===== src/rtl/ata_seq_pkg.sv =====
package ata_seq_pkg;

    typedef enum logic [3:0] {
        S_IDLE,
        S_MASK,
        S_WAIT_BSY,
        S_WAIT_RDY,
        S_SELECT,
        S_COMMAND,
        S_WAIT_DRQ,
        S_XFER,
        S_RD_ERR,
        S_FIN
    } seq_state_e;

    // command-block offsets
    localparam logic [2:0] OFS_DATA = 3'd0;
    localparam logic [2:0] OFS_ERR  = 3'd1;
    localparam logic [2:0] OFS_DEV  = 3'd6;
    localparam logic [2:0] OFS_STAT = 3'd7;
    localparam logic [2:0] OFS_CMD  = 3'd7;
    // control-block offset
    localparam logic [2:0] OFS_CTL  = 3'd6;

    // status bit positions
    localparam int unsigned SB_BSY  = 7;
    localparam int unsigned SB_DRDY = 6;
    localparam int unsigned SB_DF   = 5;
    localparam int unsigned SB_DRQ  = 3;
    localparam int unsigned SB_ERR  = 0;

    localparam int unsigned MASK_BIT = 1;
    localparam int unsigned DEV_BIT  = 4;

endpackage


===== src/rtl/ata_poll_timer.sv =====
module ata_poll_timer #(
    parameter int unsigned W = 16
) (
    input  logic         clk,
    input  logic         rst_n,
    input  logic         clr,
    input  logic         fail,
    input  logic [W-1:0] limit,
    output logic         expired
);

    logic [W-1:0] cnt_q;
    logic [W:0]   cnt_inc;

    assign cnt_inc = {1'b0, cnt_q} + (W+1)'(1);
    // limit 0 can never match, so the timeout is off
    assign expired = fail && (cnt_inc == {1'b0, limit});

    always_ff @(posedge clk or negedge rst_n) begin
        if (!rst_n) begin
            cnt_q <= '0;
        end else if (clr) begin
            cnt_q <= '0;
        end else if (fail) begin
            cnt_q <= cnt_q + W'(1);
        end
    end

endmodule


===== src/rtl/ata_beat_counter.sv =====
module ata_beat_counter #(
    parameter int unsigned WORDS = 256
) (
    input  logic clk,
    input  logic rst_n,
    input  logic clr,
    input  logic beat,
    output logic last
);

    localparam int unsigned CW = $clog2(WORDS);

    logic [CW-1:0] cnt_q;

    assign last = beat && (cnt_q == CW'(WORDS - 1));

    always_ff @(posedge clk or negedge rst_n) begin
        if (!rst_n) begin
            cnt_q <= '0;
        end else if (clr) begin
            cnt_q <= '0;
        end else if (beat) begin
            cnt_q <= cnt_q + CW'(1);
        end
    end

endmodule


===== src/rtl/ata_pio_seq.sv =====
module ata_pio_seq
    import ata_seq_pkg::*;
#(
    parameter int unsigned POLL_W = 16,
    parameter int unsigned WORDS  = 256
) (
    input  logic              clk,
    input  logic              rst_n,
    input  logic              start,
    input  logic [7:0]        cmd_op,
    input  logic              dev_sel,
    input  logic [POLL_W-1:0] poll_limit,
    output logic              cs_cmd,
    output logic              cs_ctl,
    output logic [2:0]        reg_addr,
    output logic              reg_rd,
    output logic              reg_wr,
    output logic [15:0]       reg_wdata,
    input  logic [15:0]       reg_rdata,
    output logic              out_valid,
    output logic [15:0]       out_data,
    input  logic              out_ready,
    output logic              done,
    output logic              err_flag,
    output logic              tmo_flag,
    output logic [7:0]        err_code
);

    seq_state_e state_q, state_d;
    logic [7:0] cmd_q;
    logic       dev_q;
    logic [7:0] st;
    logic       accept;
    logic       poll_fail;
    logic       tmo_hit;
    logic       beat;
    logic       last_beat;

    assign st     = reg_rdata[7:0];
    assign accept = (state_q == S_IDLE) && start;
    assign beat   = (state_q == S_XFER) && out_ready;

    always_comb begin
        poll_fail = 1'b0;
        unique case (state_q)
            S_WAIT_BSY: poll_fail = st[SB_BSY];
            S_WAIT_RDY: poll_fail = !st[SB_DRDY];
            S_WAIT_DRQ: poll_fail = st[SB_BSY];
            default:    poll_fail = 1'b0;
        endcase
    end

    ata_poll_timer #(.W(POLL_W)) u_timer (
        .clk     (clk),
        .rst_n   (rst_n),
        .clr     (state_d != state_q),
        .fail    (poll_fail),
        .limit   (poll_limit),
        .expired (tmo_hit)
    );

    ata_beat_counter #(.WORDS(WORDS)) u_beats (
        .clk   (clk),
        .rst_n (rst_n),
        .clr   (accept),
        .beat  (beat),
        .last  (last_beat)
    );

    // next state
    always_comb begin
        state_d = state_q;
        unique case (state_q)
            S_IDLE:     if (start) state_d = S_MASK;
            S_MASK:     state_d = S_WAIT_BSY;
            S_WAIT_BSY: begin
                if (!st[SB_BSY])   state_d = S_WAIT_RDY;
                else if (tmo_hit)  state_d = S_FIN;
            end
            S_WAIT_RDY: begin
                if (st[SB_DRDY])   state_d = S_SELECT;
                else if (tmo_hit)  state_d = S_FIN;
            end
            S_SELECT:   state_d = S_COMMAND;
            S_COMMAND:  state_d = S_WAIT_DRQ;
            S_WAIT_DRQ: begin
                if (st[SB_BSY]) begin
                    if (tmo_hit) state_d = S_FIN;
                end else if (st[SB_ERR] || st[SB_DF]) begin
                    state_d = S_RD_ERR;
                end else if (st[SB_DRQ]) begin
                    state_d = S_XFER;
                end else begin
                    state_d = S_FIN;
                end
            end
            S_XFER:     if (last_beat) state_d = S_FIN;
            S_RD_ERR:   state_d = S_FIN;
            S_FIN:      state_d = S_IDLE;
            default:    state_d = S_IDLE;
        endcase
    end

    // state register
    always_ff @(posedge clk or negedge rst_n) begin
        if (!rst_n) state_q <= S_IDLE;
        else        state_q <= state_d;
    end

    // outputs
    always_comb begin
        cs_cmd    = 1'b0;
        cs_ctl    = 1'b0;
        reg_addr  = OFS_DATA;
        reg_rd    = 1'b0;
        reg_wr    = 1'b0;
        reg_wdata = '0;
        out_valid = 1'b0;
        done      = 1'b0;
        unique case (state_q)
            S_MASK: begin
                cs_ctl              = 1'b1;
                reg_addr            = OFS_CTL;
                reg_wr              = 1'b1;
                reg_wdata[MASK_BIT] = 1'b1;
            end
            S_WAIT_BSY, S_WAIT_RDY, S_WAIT_DRQ: begin
                cs_cmd   = 1'b1;
                reg_addr = OFS_STAT;
                reg_rd   = 1'b1;
            end
            S_SELECT: begin
                cs_cmd             = 1'b1;
                reg_addr           = OFS_DEV;
                reg_wr             = 1'b1;
                reg_wdata[DEV_BIT] = dev_q;
            end
            S_COMMAND: begin
                cs_cmd         = 1'b1;
                reg_addr       = OFS_CMD;
                reg_wr         = 1'b1;
                reg_wdata[7:0] = cmd_q;
            end
            S_XFER: begin
                cs_cmd    = 1'b1;
                reg_addr  = OFS_DATA;
                reg_rd    = out_ready;
                out_valid = 1'b1;
            end
            S_RD_ERR: begin
                cs_cmd   = 1'b1;
                reg_addr = OFS_ERR;
                reg_rd   = 1'b1;
            end
            S_FIN:   done = 1'b1;
            default: ;
        endcase
    end

    assign out_data = reg_rdata;

    // captured command and result
    always_ff @(posedge clk or negedge rst_n) begin
        if (!rst_n) begin
            cmd_q    <= '0;
            dev_q    <= 1'b0;
            err_flag <= 1'b0;
            tmo_flag <= 1'b0;
            err_code <= '0;
        end else if (accept) begin
            cmd_q    <= cmd_op;
            dev_q    <= dev_sel;
            err_flag <= 1'b0;
            tmo_flag <= 1'b0;
            err_code <= '0;
        end else if (state_q == S_RD_ERR) begin
            err_flag <= 1'b1;
            err_code <= st;
        end else if (tmo_hit) begin
            tmo_flag <= 1'b1;
        end
    end

endmodule


===== config.mk =====
export PLATFORM = sky130hd
export DESIGN_NAME = ata_pio_seq
export DESIGN_NICKNAME = d
export VERILOG_FILES = /design/src/rtl/ata_seq_pkg.sv /design/src/rtl/ata_poll_timer.sv /design/src/rtl/ata_beat_counter.sv /design/src/rtl/ata_pio_seq.sv
export SDC_FILE = /design/constraint.sdc
export NUM_CORES = 1
export LEC_CHECK = 0
export CORE_MARGIN = 2
export CORE_UTILIZATION = 62
export DETAILED_ROUTE_END_ITERATION = 7
export DONT_BUFFER_PORTS = 1
export PLACE_DENSITY_LB_ADDON = 0.25
export SLEW_MARGIN = 25
export SYNTH_ARGS = -nofsm -noshare
export SYNTH_HDL_FRONTEND = slang
export SYNTH_HIERARCHICAL = 1
export SYNTH_SLANG_ARGS = --single-unit

===== constraint.sdc =====
create_clock -name clk -period 10.9 [get_ports clk]
set_input_delay 2.18 -clock clk [delete_from_list [all_inputs] [get_ports clk]]
set_output_delay 2.18 -clock clk [all_outputs]
set_load 0.05 [all_outputs]

==> flow_metrics.env <==
export IMPL_fin_setup_tns_ns=0
export IMPL_synthFlopType="dfrtp_1"
export IMPL_synth_most_common_cell="dfrtp_1"
export IMPL_die_y_um=76.1
export IMPL_core_area_sq_mm=0.00507
export IMPL_p_sw_uw=139
export IMPL_yosys_top_cells_count="dfrtp_1 (47), nor2_1 (36), buf_4 (28)"
export IMPL_cp_required_ns=8.72
export IMPL_layout_drive_gt1_share=0.102
export IMPL_reg2reg_depth=13
export IMPL_wirelength_um=6750
export IMPL_leakagePower_nw=1.39
export IMPL_start_util=0.635
export IMPL_synth_area_leaders="dfrtp_1 (36%), buf_4 (6.5%), xnor2_1 (5.4%), nor2_1 (4.2%), xor2_1 (4.1%)"
export IMPL_timing_final_hold_violations=0
export IMPL_grt_max_degree=48
export IMPL_portBuffers=0
export IMPL_r2r_end="u_timer/cnt_q[6]"
export IMPL_cts_resized=0
export IMPL_place_congestion=0.908
export IMPL_finalSetupViolCount=0
export IMPL_syn_inst=350
export IMPL_crit_reg2reg_launch="state_q[0]"
export IMPL_synth_area_sq_mm=0.00322
export IMPL_antenna_left=0
export IMPL_holdPathStages=1
export IMPL_fp_dieArea_sq_mm=0.00579
export IMPL_ys_types=62
export IMPL_cts_sinks=47
export IMPL_skew_ns=0.00817
export IMPL_synth_seq_area_share=0.365
export IMPL_drv_cap=0
export IMPL_grt_pass1_wl_um=11400
export IMPL_path_max_fanout=2
export IMPL_chipWidth_um=76.1
export IMPL_critPathMaxStageDelay_ns=0.74
export IMPL_synth_edf_count=0
export IMPL_outcome="finished, final reports clean"
export IMPL_ys_warn_count=6
export IMPL_critPathKind="input pin to output pin"
export IMPL_clkPwrFrac=0.333
export IMPL_numCtsBuffers=5
export IMPL_endpoint_kind="output pin"
export IMPL_ioPinCount=96
export IMPL_pwr_share_seq=0.471
export IMPL_hold_buffers=0
export IMPL_r2r_slack_ns=6.89
export IMPL_dp_cells=384
export IMPL_critPathBufInv=0
export IMPL_rsz0062_at_grt="false"
export IMPL_clkSlewWorstSetupHoldPaths_ns=0.08
export IMPL_max_freq_mhz=195
export IMPL_antenna_cells=0
export IMPL_slew_viol_final=0
export IMPL_worst_pin_slew_ns=1.05
export IMPL_hold_end="cmd_q[3]"
export IMPL_synth_async_reset_ratio=1.00
export IMPL_rows=26
export IMPL_p_sw_frac=0.310
export IMPL_num_vias=2397
export IMPL_wl_per_cell_um=17.2
export IMPL_yosysTopAreaCell="dfrtp_1"
export IMPL_tritoncts="done"
export IMPL_min_from="cmd_q[3]"
export IMPL_postCtsSetupBuffers=0
export IMPL_stdcell_count=392
export IMPL_fin_nets=368
export IMPL_drcViolationCount=0
export IMPL_hold_class="register to register"
export IMPL_area_growth_syn_to_layout_pct=-1.78
export IMPL_htree_levels=2
export IMPL_crit_family="compound AO/OA/AOI/OAI gates"
export IMPL_p_int_uw=309
export IMPL_antenna_found_initial=0
export IMPL_cts_root_buf="clkbuf_8"
export IMPL_irDropWorstVdd_v=0.0000980
export IMPL_syn_avg_cell_area_sq_um=9.21
export IMPL_comb_power_share=0.196
export IMPL_first_pass_iters=4
export IMPL_path_cells="nor2b_1 -> o21ai_1"
export IMPL_p_per_area_mw_per_mm2=141
export IMPL_fin_crit_sh=0.470
export IMPL_gr_total_overflow=0
export IMPL_critPathSlowestCell="o21ai_1"
export IMPL_cp_data_arrival_time_ns=2.94
export IMPL_clock_path_buffers=2
export IMPL_synth_seq_cells=47
export IMPL_drt_iter0_markers=148
export IMPL_crit_path_start_kind="input pin"
export IMPL_grt_pass1_vias=2329
export IMPL_relSlewSlack=0.302
export IMPL_dpl_hpwl_um=4870
export IMPL_grt_total_usage=0.239
export IMPL_period_minus_slack_ns=5.12
export IMPL_clock_latency_ns=0.31
export IMPL_synth_top_area_share=0.365
export IMPL_via_per_inst=6.11
-- sequential cells by signal, summed over array words and instances, names as in the netlist --
signal         cells
err_code           8
cmd_q              8
err_flag           1
tmo_flag           1
dev_q              1
u_beats/cnt_q      8
state_q            4
u_timer/cnt_q     16
-- worst register-to-register path, stage by stage (launching register included) --
cell,delay (ns)
dfrtp_1,0.86
mux2i_1,0.16
nor2_1,0.12
buf_4,0.21
inv_1,0.06
a2111o_1,0.27
a2111oi_0,0.41
nand4_1,0.16
nor4b_2,0.51
nor2b_1,0.12
a311oi_1,0.32
a41oi_1,0.22
o2111ai_2,0.35
nor2_1,0.12
-- power groups by stage --
stage               clock, mW  combinational [mW]  sequential [mW]
finish                  0.149              0.0876            0.211
global route            0.159              0.0952            0.214
CTS                     0.150              0.0882            0.211
detailed placement          0              0.0876            0.214
global placement            0              0.0842            0.214
floorplan                   0              0.0977            0.206
-- final cells by class --
cell class,instances,area [sq um]
clock buffer,6,72.6
sequential,47,1180
inverter,12,45.0
tap,70,87.6
multi-input combinational,252,1700
timing repair buffer,3,26.3
fill,453,1910
clock inverter,2,60.1
-- metal layers --
metal | global-route usage | vias up | routed length [um]
li1 | - | 1133 | -
met1 | 0.316 | 1185 | 3050
met2 | 0.406 | 68 | 3320
met3 | 0.0427 | 11 | 279
met4 | 0.0655 | 0 | 102
met5 | 0 | - | 0
-- how the worst max path moves through the flow --
stage | start | cells past startpoint | end
final | out_ready | 2 | reg_rd
after global placement | reg_rdata[6] | 13 | u_timer/cnt_q[3]
after CTS | out_ready | 2 | reg_rd
after detailed placement | reg_rdata[6] | 13 | u_timer/cnt_q[6]
after floorplan | out_ready | 2 | reg_rd
after global routing | reg_rdata[6] | 14 | u_timer/cnt_q[3]
-- cell families after synthesis --
logic type,share of synthesized area
adder cells (fa/ha/maj),0.00776
AND/OR/NAND/NOR,0.232
other,0.00116
flip-flops,0.365
AO/OA/AOI/OAI,0.127
multiplexers,0.0450
XOR/XNOR,0.102
buffers and inverters,0.120
-- stage by stage --
| step | power (mW) | hold slack (ns) | area [sq um] | setup slack, ns | utilization |
|---|---|---|---|---|---|
| after floorplan | 0.304 | 0.472 | 3250 | 5.43 | - |
| after global placement | 0.298 | 0.484 | 3030 | 5.49 | 0.597 |
| after detailed placement | 0.302 | 0.487 | 3030 | 5.61 | 0.598 |
| after CTS | 0.449 | 0.508 | 3170 | 5.76 | 0.624 |
| after global routing | 0.468 | 0.521 | 3170 | 5.56 | 0.624 |
| final | 0.448 | 0.512 | 3170 | 5.78 | 0.624 |
-- layout by cell type (no fill, tap or decap), types with 4 or more instances in the layout --
master     n
nor3_1     7
inv_1     12
nand4_1    8
and2_1     9
xnor2_1   20
or3_1      5
and3_1     9
mux2_2     4
nor2_1    36
clkbuf_8   5
a21oi_1   14
nand3_1   11
a22o_1     7
xor2_1    15
o21ai_0   14
dfrtp_1   47
conb_1     8
nand2_1   20
mux2i_1    4
mux2_4     4
Power figures use the tool's default switching activity.
